$ cat src/rtl/fnd_pkg.sv
package fnd_pkg;

  localparam int FND_INT_W    = 16;
  localparam int FND_FRAC_W   = 16;
  localparam int FND_NARROW_W = 12;
  localparam int FND_STAGES   = 3;
  localparam logic [15:0] FND_LFSR_SEED = 16'hACE1;

  // Noise-shaping combination of the stage carries:
  // c1 + first difference of c2 + second difference of c3.
  function automatic logic signed [3:0] mash_offset(
    input logic [2:0] c_now,
    input logic       c2_p,
    input logic       c3_p,
    input logic       c3_pp
  );
    logic signed [3:0] t1, t2, t3;
    t1 = $signed({3'b000, c_now[0]});
    t2 = $signed({3'b000, c_now[1]}) - $signed({3'b000, c2_p});
    t3 = $signed({3'b000, c_now[2]}) - $signed({2'b00, c3_p, 1'b0})
       + $signed({3'b000, c3_pp});
    return t1 + t2 + t3;
  endfunction

  // Fibonacci shift, taps 15, 13, 12, 10.
  function automatic logic [15:0] lfsr_step(input logic [15:0] s);
    return {s[14:0], s[15] ^ s[13] ^ s[12] ^ s[10]};
  endfunction

endpackage

$ cat src/rtl/fnd_mod_accum.sv
module fnd_mod_accum #(
  parameter int W = 16
) (
  input  logic         clk,
  input  logic         rst_n,
  input  logic         clr,
  input  logic         adv,
  input  logic [W-1:0] mod_i,
  input  logic [W:0]   addend_i,
  output logic [W-1:0] acc_q,
  output logic [W-1:0] acc_next,
  output logic         carry_o
);

  logic [W:0] sum_raw;
  logic [W:0] sum_wrap;

  always_comb begin
    sum_raw  = {1'b0, acc_q} + addend_i;
    sum_wrap = sum_raw - {1'b0, mod_i};
    carry_o  = (sum_raw >= {1'b0, mod_i});
    acc_next = carry_o ? sum_wrap[W-1:0] : sum_raw[W-1:0];
  end

  always_ff @(posedge clk or negedge rst_n) begin
    if (!rst_n)   acc_q <= '0;
    else if (clr) acc_q <= '0;
    else if (adv) acc_q <= acc_next;
  end


  acc_range_chk: assert property (@(posedge clk) disable iff (!rst_n)
    (mod_i != '0) |-> (acc_q < mod_i));

endmodule

$ cat src/rtl/fnd_dither_lfsr.sv
module fnd_dither_lfsr
  import fnd_pkg::*;
(
  input  logic clk,
  input  logic rst_n,
  input  logic reseed,
  input  logic adv,
  output logic bit_o
);

  logic [15:0] st_q;

  assign bit_o = st_q[0];

  always_ff @(posedge clk or negedge rst_n) begin
    if (!rst_n)      st_q <= FND_LFSR_SEED;
    else if (reseed) st_q <= FND_LFSR_SEED;
    else if (adv)    st_q <= lfsr_step(st_q);
  end


  lfsr_live_chk: assert property (@(posedge clk) disable iff (!rst_n)
    st_q != 16'h0000);

endmodule

$ cat src/rtl/fnd_noise_shaper.sv
module fnd_noise_shaper
  import fnd_pkg::*;
(
  input  logic              clk,
  input  logic              rst_n,
  input  logic              clr,
  input  logic              adv,
  input  logic [2:0]        carry_i,
  output logic signed [3:0] offset_o
);

  logic c2_p, c3_p, c3_pp;

  assign offset_o = mash_offset(carry_i, c2_p, c3_p, c3_pp);

  always_ff @(posedge clk or negedge rst_n) begin
    if (!rst_n) begin
      c2_p <= 1'b0; c3_p <= 1'b0; c3_pp <= 1'b0;
    end else if (clr) begin
      c2_p <= 1'b0; c3_p <= 1'b0; c3_pp <= 1'b0;
    end else if (adv) begin
      c2_p  <= carry_i[1];
      c3_pp <= c3_p;
      c3_p  <= carry_i[2];
    end
  end


  offset_range_chk: assert property (@(posedge clk) disable iff (!rst_n)
    adv |-> (offset_o >= -4'sd3) && (offset_o <= 4'sd4));

endmodule

$ cat src/rtl/fnd_sdm_ctrl.sv
module fnd_sdm_ctrl
  import fnd_pkg::*;
#(
  parameter int INT_W    = FND_INT_W,
  parameter int FRAC_W   = FND_FRAC_W,
  parameter int NARROW_W = FND_NARROW_W
) (
  input  logic                   clk,
  input  logic                   rst_n,
  input  logic                   cfg_load,
  input  logic [INT_W-1:0]       cfg_int,
  input  logic [FRAC_W-1:0]      cfg_frac,
  input  logic [FRAC_W-1:0]      cfg_mod,
  input  logic                   cfg_wide,
  input  logic                   dither_en,
  input  logic                   step,
  output logic [INT_W:0]         div_ratio,
  output logic signed [3:0]      div_offset
);

  localparam int RAT_W = INT_W + 1;
  localparam logic [FRAC_W-1:0] NARROW_MASK =
    {{(FRAC_W-NARROW_W){1'b0}}, {NARROW_W{1'b1}}};

  logic [INT_W-1:0]  int_q;
  logic [FRAC_W-1:0] frac_q, mod_q;
  logic [FRAC_W-1:0] field_mask;
  logic              int_mode, adv, run, dith_bit, lfsr_bit;
  logic [FND_STAGES-1:0] carry;
  logic [FRAC_W:0]   addend   [FND_STAGES];
  logic [FRAC_W-1:0] acc_next [FND_STAGES];
  logic [FRAC_W-1:0] acc_q    [FND_STAGES];
  logic signed [3:0] shaped_off, applied_off;

  assign field_mask = cfg_wide ? {FRAC_W{1'b1}} : NARROW_MASK;

  always_ff @(posedge clk or negedge rst_n) begin
    if (!rst_n) begin
      int_q <= '0; frac_q <= '0; mod_q <= '0;
    end else if (cfg_load) begin
      int_q  <= cfg_int;
      frac_q <= cfg_frac & field_mask;
      mod_q  <= cfg_mod & field_mask;
    end
  end

  assign int_mode = (frac_q == '0) || (mod_q < FRAC_W'(2)) || (frac_q >= mod_q);
  assign adv      = step && !cfg_load;
  assign run      = adv && !int_mode;
  assign dith_bit = dither_en && lfsr_bit;

  fnd_dither_lfsr u_lfsr (
    .clk    (clk),
    .rst_n  (rst_n),
    .reseed (cfg_load),
    .adv    (adv),
    .bit_o  (lfsr_bit)
  );

  for (genvar s = 0; s < FND_STAGES; s++) begin : g_stage
    if (s == 0) begin : g_head
      assign addend[s] = {1'b0, frac_q} + {{FRAC_W{1'b0}}, dith_bit};
    end else begin : g_tail
      assign addend[s] = {1'b0, acc_next[s-1]};
    end
    fnd_mod_accum #(.W(FRAC_W)) u_acc (
      .clk      (clk),
      .rst_n    (rst_n),
      .clr      (cfg_load),
      .adv      (run),
      .mod_i    (mod_q),
      .addend_i (addend[s]),
      .acc_q    (acc_q[s]),
      .acc_next (acc_next[s]),
      .carry_o  (carry[s])
    );
  end

  fnd_noise_shaper u_shape (
    .clk      (clk),
    .rst_n    (rst_n),
    .clr      (cfg_load),
    .adv      (run),
    .carry_i  (carry),
    .offset_o (shaped_off)
  );

  assign applied_off = int_mode ? 4'sd0 : shaped_off;

  always_ff @(posedge clk or negedge rst_n) begin
    if (!rst_n) begin
      div_ratio  <= '0;
      div_offset <= '0;
    end else if (cfg_load) begin
      div_ratio  <= {1'b0, cfg_int};
      div_offset <= '0;
    end else if (adv) begin
      div_ratio  <= {1'b0, int_q} + {{(RAT_W-4){applied_off[3]}}, applied_off};
      div_offset <= applied_off;
    end
  end


  load_apply_chk: assert property (@(posedge clk) disable iff (!rst_n)
    cfg_load |=> (div_ratio == {1'b0, $past(cfg_int)}) && (div_offset == 4'sd0));


  int_hold_chk: assert property (@(posedge clk) disable iff (!rst_n)
    (adv && int_mode) |=> (div_offset == 4'sd0) && (div_ratio == {1'b0, $past(int_q)}));


  idle_hold_chk: assert property (@(posedge clk) disable iff (!rst_n)
    (!step && !cfg_load) |=> $stable(div_ratio) && $stable(div_offset));

endmodule

$ cat config.mk
export PLATFORM = sky130hd
export DESIGN_NAME = fnd_sdm_ctrl
export DESIGN_NICKNAME = d
export VERILOG_FILES = /design/src/rtl/fnd_pkg.sv /design/src/rtl/fnd_mod_accum.sv /design/src/rtl/fnd_dither_lfsr.sv /design/src/rtl/fnd_noise_shaper.sv /design/src/rtl/fnd_sdm_ctrl.sv
export SDC_FILE = /design/constraint.sdc
export NUM_CORES = 1
export LEC_CHECK = 0
export BUFFER_PORTS_ARGS = -buffer_cell sky130_fd_sc_hd__clkbuf_2
export CORE_UTILIZATION = 60
export CTS_CLUSTER_DIAMETER = 30
export DETAILED_ROUTE_END_ITERATION = 16
export PLACE_DENSITY = 0.79
export SKIP_LAST_GASP = 1
export SLEW_MARGIN = 20
export SYNTH_ARGS = -nofsm -noshare
export SYNTH_HDL_FRONTEND = slang
export SYNTH_SLANG_ARGS = --single-unit
$ cat constraint.sdc
create_clock -name clk -period 26.1 [get_ports clk]
set_input_delay 5.22 -clock clk [delete_from_list [all_inputs] [get_ports clk]]
set_output_delay 5.22 -clock clk [all_outputs]
set_load 0.02 [all_outputs]
After elaboration in Yosys (flattened, before gate mapping) --
Index checks and enable logic that the tools add are counted.
Cells by class: magnitude comparators 5, reductions and logical operators 10, muxes and demuxes 23, bitwise gates (word level) 5, $add $sub $neg 13
Operator list (count):
- $mux W16 | 12
- $ge A17 B16 Y1 | 3
- $sub A16 B16 Y16 | 3
- $add A16 B16 Y17 | 2
- $add A16 B17 Y17 | 2
- $mux W17 | 2
- $and A16 B16 Y16 | 2
- $add A16 B1 Y17 | 1
- $ge A16 B16 Y1 | 1
- $logic_not A16 Y1 | 1
- $lt A16 B2 Y1 const B | 1
- $mux W4 | 3
- $mux W1 | 6
- $add A2 B4 Y4 | 1
- $add A4 B2 Y4 | 1
- $add A4 B4 Y4 | 1
- $reduce_bool A2 Y1 | 2
- $logic_and A1 B1 Y1 | 3
- $sub A1 B2 Y3 | 1
- $xor A1 B1 Y1 | 3
- $logic_not A1 Y1 | 2
- $logic_or A1 B1 Y1 | 2
- $sub A1 B1 Y2 | 1
Storage, ports and cells: word-level logic and storage cells 68, input bits 54, bits in registers 136, output and inout port bits 21

Logic depth before layout (Yosys ltp) --
word-level depth 17, gate-level depth with buffers 74, gate-level depth less buffers 70

Hierarchy --
From an unflattened synthesis, not the netlist that was laid out.
Unflattened totals: cells, all modules 1451, area total of the unflattened synthesis 12634.6 um^2
Modules (own cells, without submodules):
- fnd_sdm_ctrl | cells each 435, times used 1, area each 4197.8 um^2, seq. area each 1726.7 um^2
- fnd_mod_accum (g_stage[2].u_acc) | cells each 312, times used 1, area each 2506.2 um^2, seq. area each 400.4 um^2
- fnd_mod_accum (g_stage[1].u_acc) | cells each 315, times used 1, area each 2481.1 um^2, seq. area each 400.4 um^2
- fnd_mod_accum (g_stage[0].u_acc) | cells each 304, times used 1, area each 2473.6 um^2, seq. area each 400.4 um^2
- fnd_dither_lfsr | cells each 55, times used 1, area each 689.4 um^2, seq. area each 410.4 um^2
- fnd_noise_shaper | cells each 30, times used 1, area each 286.5 um^2, seq. area each 75.1 um^2

Worst setup path before layout --
Ideal clock, no wire load.
kind input -> register, from input port dither_en, to register div_ratio[15], required time 25.970 ns, buffers on the path 3, cell stages on the path 71, data arrival time 20.060 ns, slack 5.910 ns, setup time 0.130 ns, cell sequence nand2_1 -> fa_1 -> fa_1 -> nor2b_1 -> o31a_1 -> o41ai_1 -> nor2b_1 -> o21ai_0 -> xnor2_1 -> ha_1 -> a21o_1 -> a21o_1 -> a2111oi_0 -> or2_2 -> o41ai_1 -> a21boi_2 -> buf_2 -> mux2i_1 -> (+35 left out) -> nor2_1 -> inv_2 -> buf_2 -> fa_1 -> ha_1 -> a21oi_1 -> nand2_1 -> a21boi_0 -> ha_1 -> a21o_1 -> or4_1 -> o221a_2 -> o21a_1 -> o21ai_0 -> a21oi_1 -> a31oi_1 -> xor2_1 -> o21ai_0
On the way: longest elaborated chain between the ends 17, elaborated cells on any way between the ends 21, those cells by class add/sub (12); order compare (3); mux (5); reduce/logical (1)
RTL lines:
- from (decl) | line fnd_sdm_ctrl.sv:15 | input logic dither_en,
- $logic_and A1 B1 Y1 * | line fnd_sdm_ctrl.sv:50 | assign dith_bit = dither_en && lfsr_bit;
- $add A16 B1 Y17 * | line fnd_sdm_ctrl.sv:62 | assign addend[s] = {1'b0, frac_q} + {{FRAC_W{1'b0}}, dith_bit};
- $add A16 B17 Y17 * | line fnd_mod_accum.sv:19 | sum_raw = {1'b0, acc_q} + addend_i;
- $sub A16 B16 Y16 or $ge A17 B16 Y1 (tied branches) | line fnd_mod_accum.sv:20, fnd_mod_accum.sv:21
- $mux W16 | line fnd_mod_accum.sv:22 | acc_next = carry_o ? sum_wrap[W-1:0] : sum_raw[W-1:0];
- $add A16 B16 Y17 | line fnd_mod_accum.sv:19
- $sub A16 B16 Y16 or $ge A17 B16 Y1 (tied branches) | line fnd_mod_accum.sv:20, fnd_mod_accum.sv:21
- $mux W16 | line fnd_mod_accum.sv:22
- $add A16 B16 Y17 | line fnd_mod_accum.sv:19
- $ge A17 B16 Y1 | line fnd_mod_accum.sv:21 | carry_o = (sum_raw >= {1'b0, mod_i});
- $sub A1 B2 Y3 | line fnd_pkg.sv:20 | t3 = $signed({3'b000, c_now[2]}) - $signed({2'b00, c3_p, 1'b0})
- $add A4 B2 Y4 | line fnd_pkg.sv:21 | + $signed({3'b000, c3_pp});
- $add A4 B4 Y4 * | line fnd_pkg.sv:22 | return t1 + t2 + t3;
- $mux W4 * | line fnd_sdm_ctrl.sv:88 | assign applied_off = int_mode ? 4'sd0 : shaped_off;
- $add A16 B17 Y17 * | line fnd_sdm_ctrl.sv:98 | div_ratio <= {1'b0, int_q} + {{(RAT_W-4){applied_off[3]}}, applied_off};
- $mux W17 * | line fnd_sdm_ctrl.sv:97 | end else if (adv) begin
- $mux W17 * | line fnd_sdm_ctrl.sv:94 | end else if (cfg_load) begin
- to (signal assigned) | line fnd_sdm_ctrl.sv:95 | div_ratio <= {1'b0, cfg_int};
- to (signal assigned) | line fnd_sdm_ctrl.sv:98
- to (decl) | line fnd_sdm_ctrl.sv:17 | output logic [INT_W:0] div_ratio,
Every way passes the cells marked *; elsewhere a longest branch is shown, timed or not. The select of a mux whose other input is x is not followed. A chain may end at the register's enable or synchronous reset.

Worst setup path after layout --
Same ends and word-level chain as after synthesis.

==> metrics.txt <==
status finished, violations left; failing checks design-rule violations; core area 18100 um2; Tcrit/Tclk final 0.806; TNS Setup 0 ns; Yosys reg bits approximately 140; Inserted Clock Buffers 17; CTS tree done; Worst Clk Skew 0.0110 ns; hold crit path type reg -> reg; GRT overflow 0; Worst Reg-to-Reg Cells 72; Routed WL per cell around 19 um; Remaining DRCs 6; Final Hold Fails 0; Reg2Reg Launch Point u_lfsr.st_q[0]; diodes inserted 0; Critical Path Max Stage Delay ~0.50 ns; worst hold stages 2; Slew Limit Headroom 0.329; number of unique standard cell types used by synthesis 68; Longest Clk Path Bufs 2; largest net degree at the start of global routing 83; post-DP HPWL about 21000 um; clock-pin slew on the worst setup and hold paths around 0.07 ns; Vias 9547; WP data arrival ~21 ns; top_reg_cell synth dfrtp_1; layout filler cell count between 1000 and 1500; CTS Hold Bufs 0; Tot GR Track Use 0.309; worst hold start g_stage[2].u_acc.acc_q[7]; later-pin clock latency in the skew report 0.44 ns; share of post-route cells with drive strength above 1 0.132; critical path type in -> reg; Placed Cells between 1500 and 2000; Chip Height roughly 140 um; Seq. cell area around 3400 um2; number of warnings issued by yosys 0; CP bufs+invs 6; Slew Viols, Final 0; commonest non-fill, non-tap cell in the layout ha_1; H-tree levels 4; number of global-route vias before repair 9485; Synth Instances 1227; DR iter-0 viols slightly below 700; unrepaired setup endpoints after global routing no; Max Cap Viol 0; Final min period between 20 and 25 ns; post-route insts no fill approximately 1500; # setup viols final 0; Post-CTS Resized 0; Synthesized Nets between 1000 and 1500; final layout net count around 1500; I/O pins 75; synthesized area around 11000 um2; Starting Density 0.617; Post-synth EDFFs 0; total wire length roughly 28000 um; die width between 100 and 150 um; P&R area growth vs syn 10.7%; clock sinks 136; CP startpoint kind primary input; Synth Area per Inst slightly above 9 um2; initial antenna violation count 0; post-route ant nets 0; Synth async-reset ratio 1.00; register area share after synthesis 0.306; Initial DRT Pass Iterations 13; CP startpoint dither_en; cell repeated most along the worst path ha_1; Vias/cell slightly above 6; die footprint 19200 um2; Least-Margin Pin Slew ~1 ns; total area of multi-input combinational cells approximately 7400 um2; Rows 49; WP depth 73; setup bufs post-CTS 0; critical path's top delay family compound AO/OA/AOI/OAI gates; root buffer cell clkbuf_16; fmax around 0.048 GHz; slowest CP cell nor2_1; GPL Wtd Cong about 0.92; Critical Path Fanout Max 23; most frequent cells in the layout ha_1 (132), dfrtp_1 (128), o21ai_0 (114), a21oi_1 (87), nand2_1 (85); required time of the critical path approximately 26 ns; Port Buffers 74; global-route wire length before repair roughly 47000 um; CP Capture Type flip-flop
-- final timing paths --
path	end	slack, ns
min reg2reg	g_stage[2].u_acc.acc_q[7]	0.49
max	div_ratio[15]	5.06
max in group asynchronous	g_stage[1].u_acc.acc_q[8]	20.03
min	g_stage[2].u_acc.acc_q[7]	0.49
max reg2reg	div_ratio[15]	9.40
min in group asynchronous	mod_q[2]	4.84
-- registers in the layout, summed over array words and instances (netlist names) --
name and cells:
g_stage.u_acc.acc_q 48, div_ratio 17, frac_q 16, int_q 16, mod_q 16, u_lfsr.st_q 16
div_offset 4, u_shape.c2_p 1, u_shape.c3_p 1, u_shape.c3_pp 1
-- layer usage --
metal / up-vias / GRT usage / wire length [um]
met5: - / 0 / 0
li1: 4625 / - / -
met1: 4534 / 0.397 / 12600
met2: 305 / 0.498 / 13000
met3: 83 / 0.0648 / 1680
met4: 0 / 0.148 / 1180
-- synthesized netlist by cell type, types with 6 or more instances --
cell type	n	share of area
nand2_1	85	0.029
a21oi_1	88	0.039
o31a_1	11	0.0086
mux2_4	7	0.0094
and2_1	9	0.0050
nand2b_1	11	0.0062
o21bai_1	8	0.0054
dfrtp_1	128	0.29
nand4_1	18	0.010
o21a_1	27	0.018
ha_1	132	0.15
xnor2_1	57	0.045
buf_1	6	0.0020
clkbuf_1	25	0.0084
nor3_1	18	0.0081
mux2_2	29	0.029
nand3_1	14	0.0063
xor2_1	25	0.020
nor3b_1	7	0.0047
a211o_1	8	0.0063
inv_1	72	0.024
a211oi_1	11	0.0074
nor2b_1	27	0.015
and3_1	6	0.0034
o21ai_0	114	0.051
mux2i_1	31	0.028
o211ai_1	6	0.0040
a21o_1	26	0.017
or3_1	6	0.0034
a31oi_1	6	0.0034
fa_1	10	0.018
a21boi_0	6	0.0040
a22o_1	27	0.021
nor2_1	77	0.026
o31ai_1	7	0.0047
dfstp_2	8	0.019
nor4_1	12	0.0067
-- through the flow --
step	setup WS [ns]	util	hold WS, ns	instance area, um2
2_1_floorplan	5.91	-	0.456	11200
3_3_place_gp	5.47	0.650	0.465	11800
3_5_place_dp	4.93	0.650	0.481	11800
4_1_cts	5.27	0.683	0.497	12400
5_1_grt	3.86	0.683	0.524	12400
6_report	5.06	0.683	0.492	12400
-- cell families after synthesis --
group | after synthesis | synth area share
xor gates and xnor gates | 82 | 0.0643
muxes | 67 | 0.0664
AOI/OAI and AO/OA | 386 | 0.226
and+or+nand+nor | 306 | 0.134
buffers and inverters | 108 | 0.0373
adders and majority gates | 142 | 0.166
DFF | 136 | 0.306
-- tightest hold or removal path, delay by kind of cell, from the launching register on --
family	cells	cell delay, ns
flops	1	0.35
compound gates	1	0.06
simple gates	1	0.05
-- area by class of cell --
cell class | instances | area share
clock buffer | 18 | 0.0355
sequential | 136 | 0.276
clock inverter | 14 | 0.0131
inverter | 73 | 0.0222
tap | 229 | 0.0232
timing repair buffer | 81 | 0.0349
multi-input combinational | 983 | 0.595
Power is not shown: default switching activity piles up to over one toggle a cycle in this logic, so the estimate is an artifact.
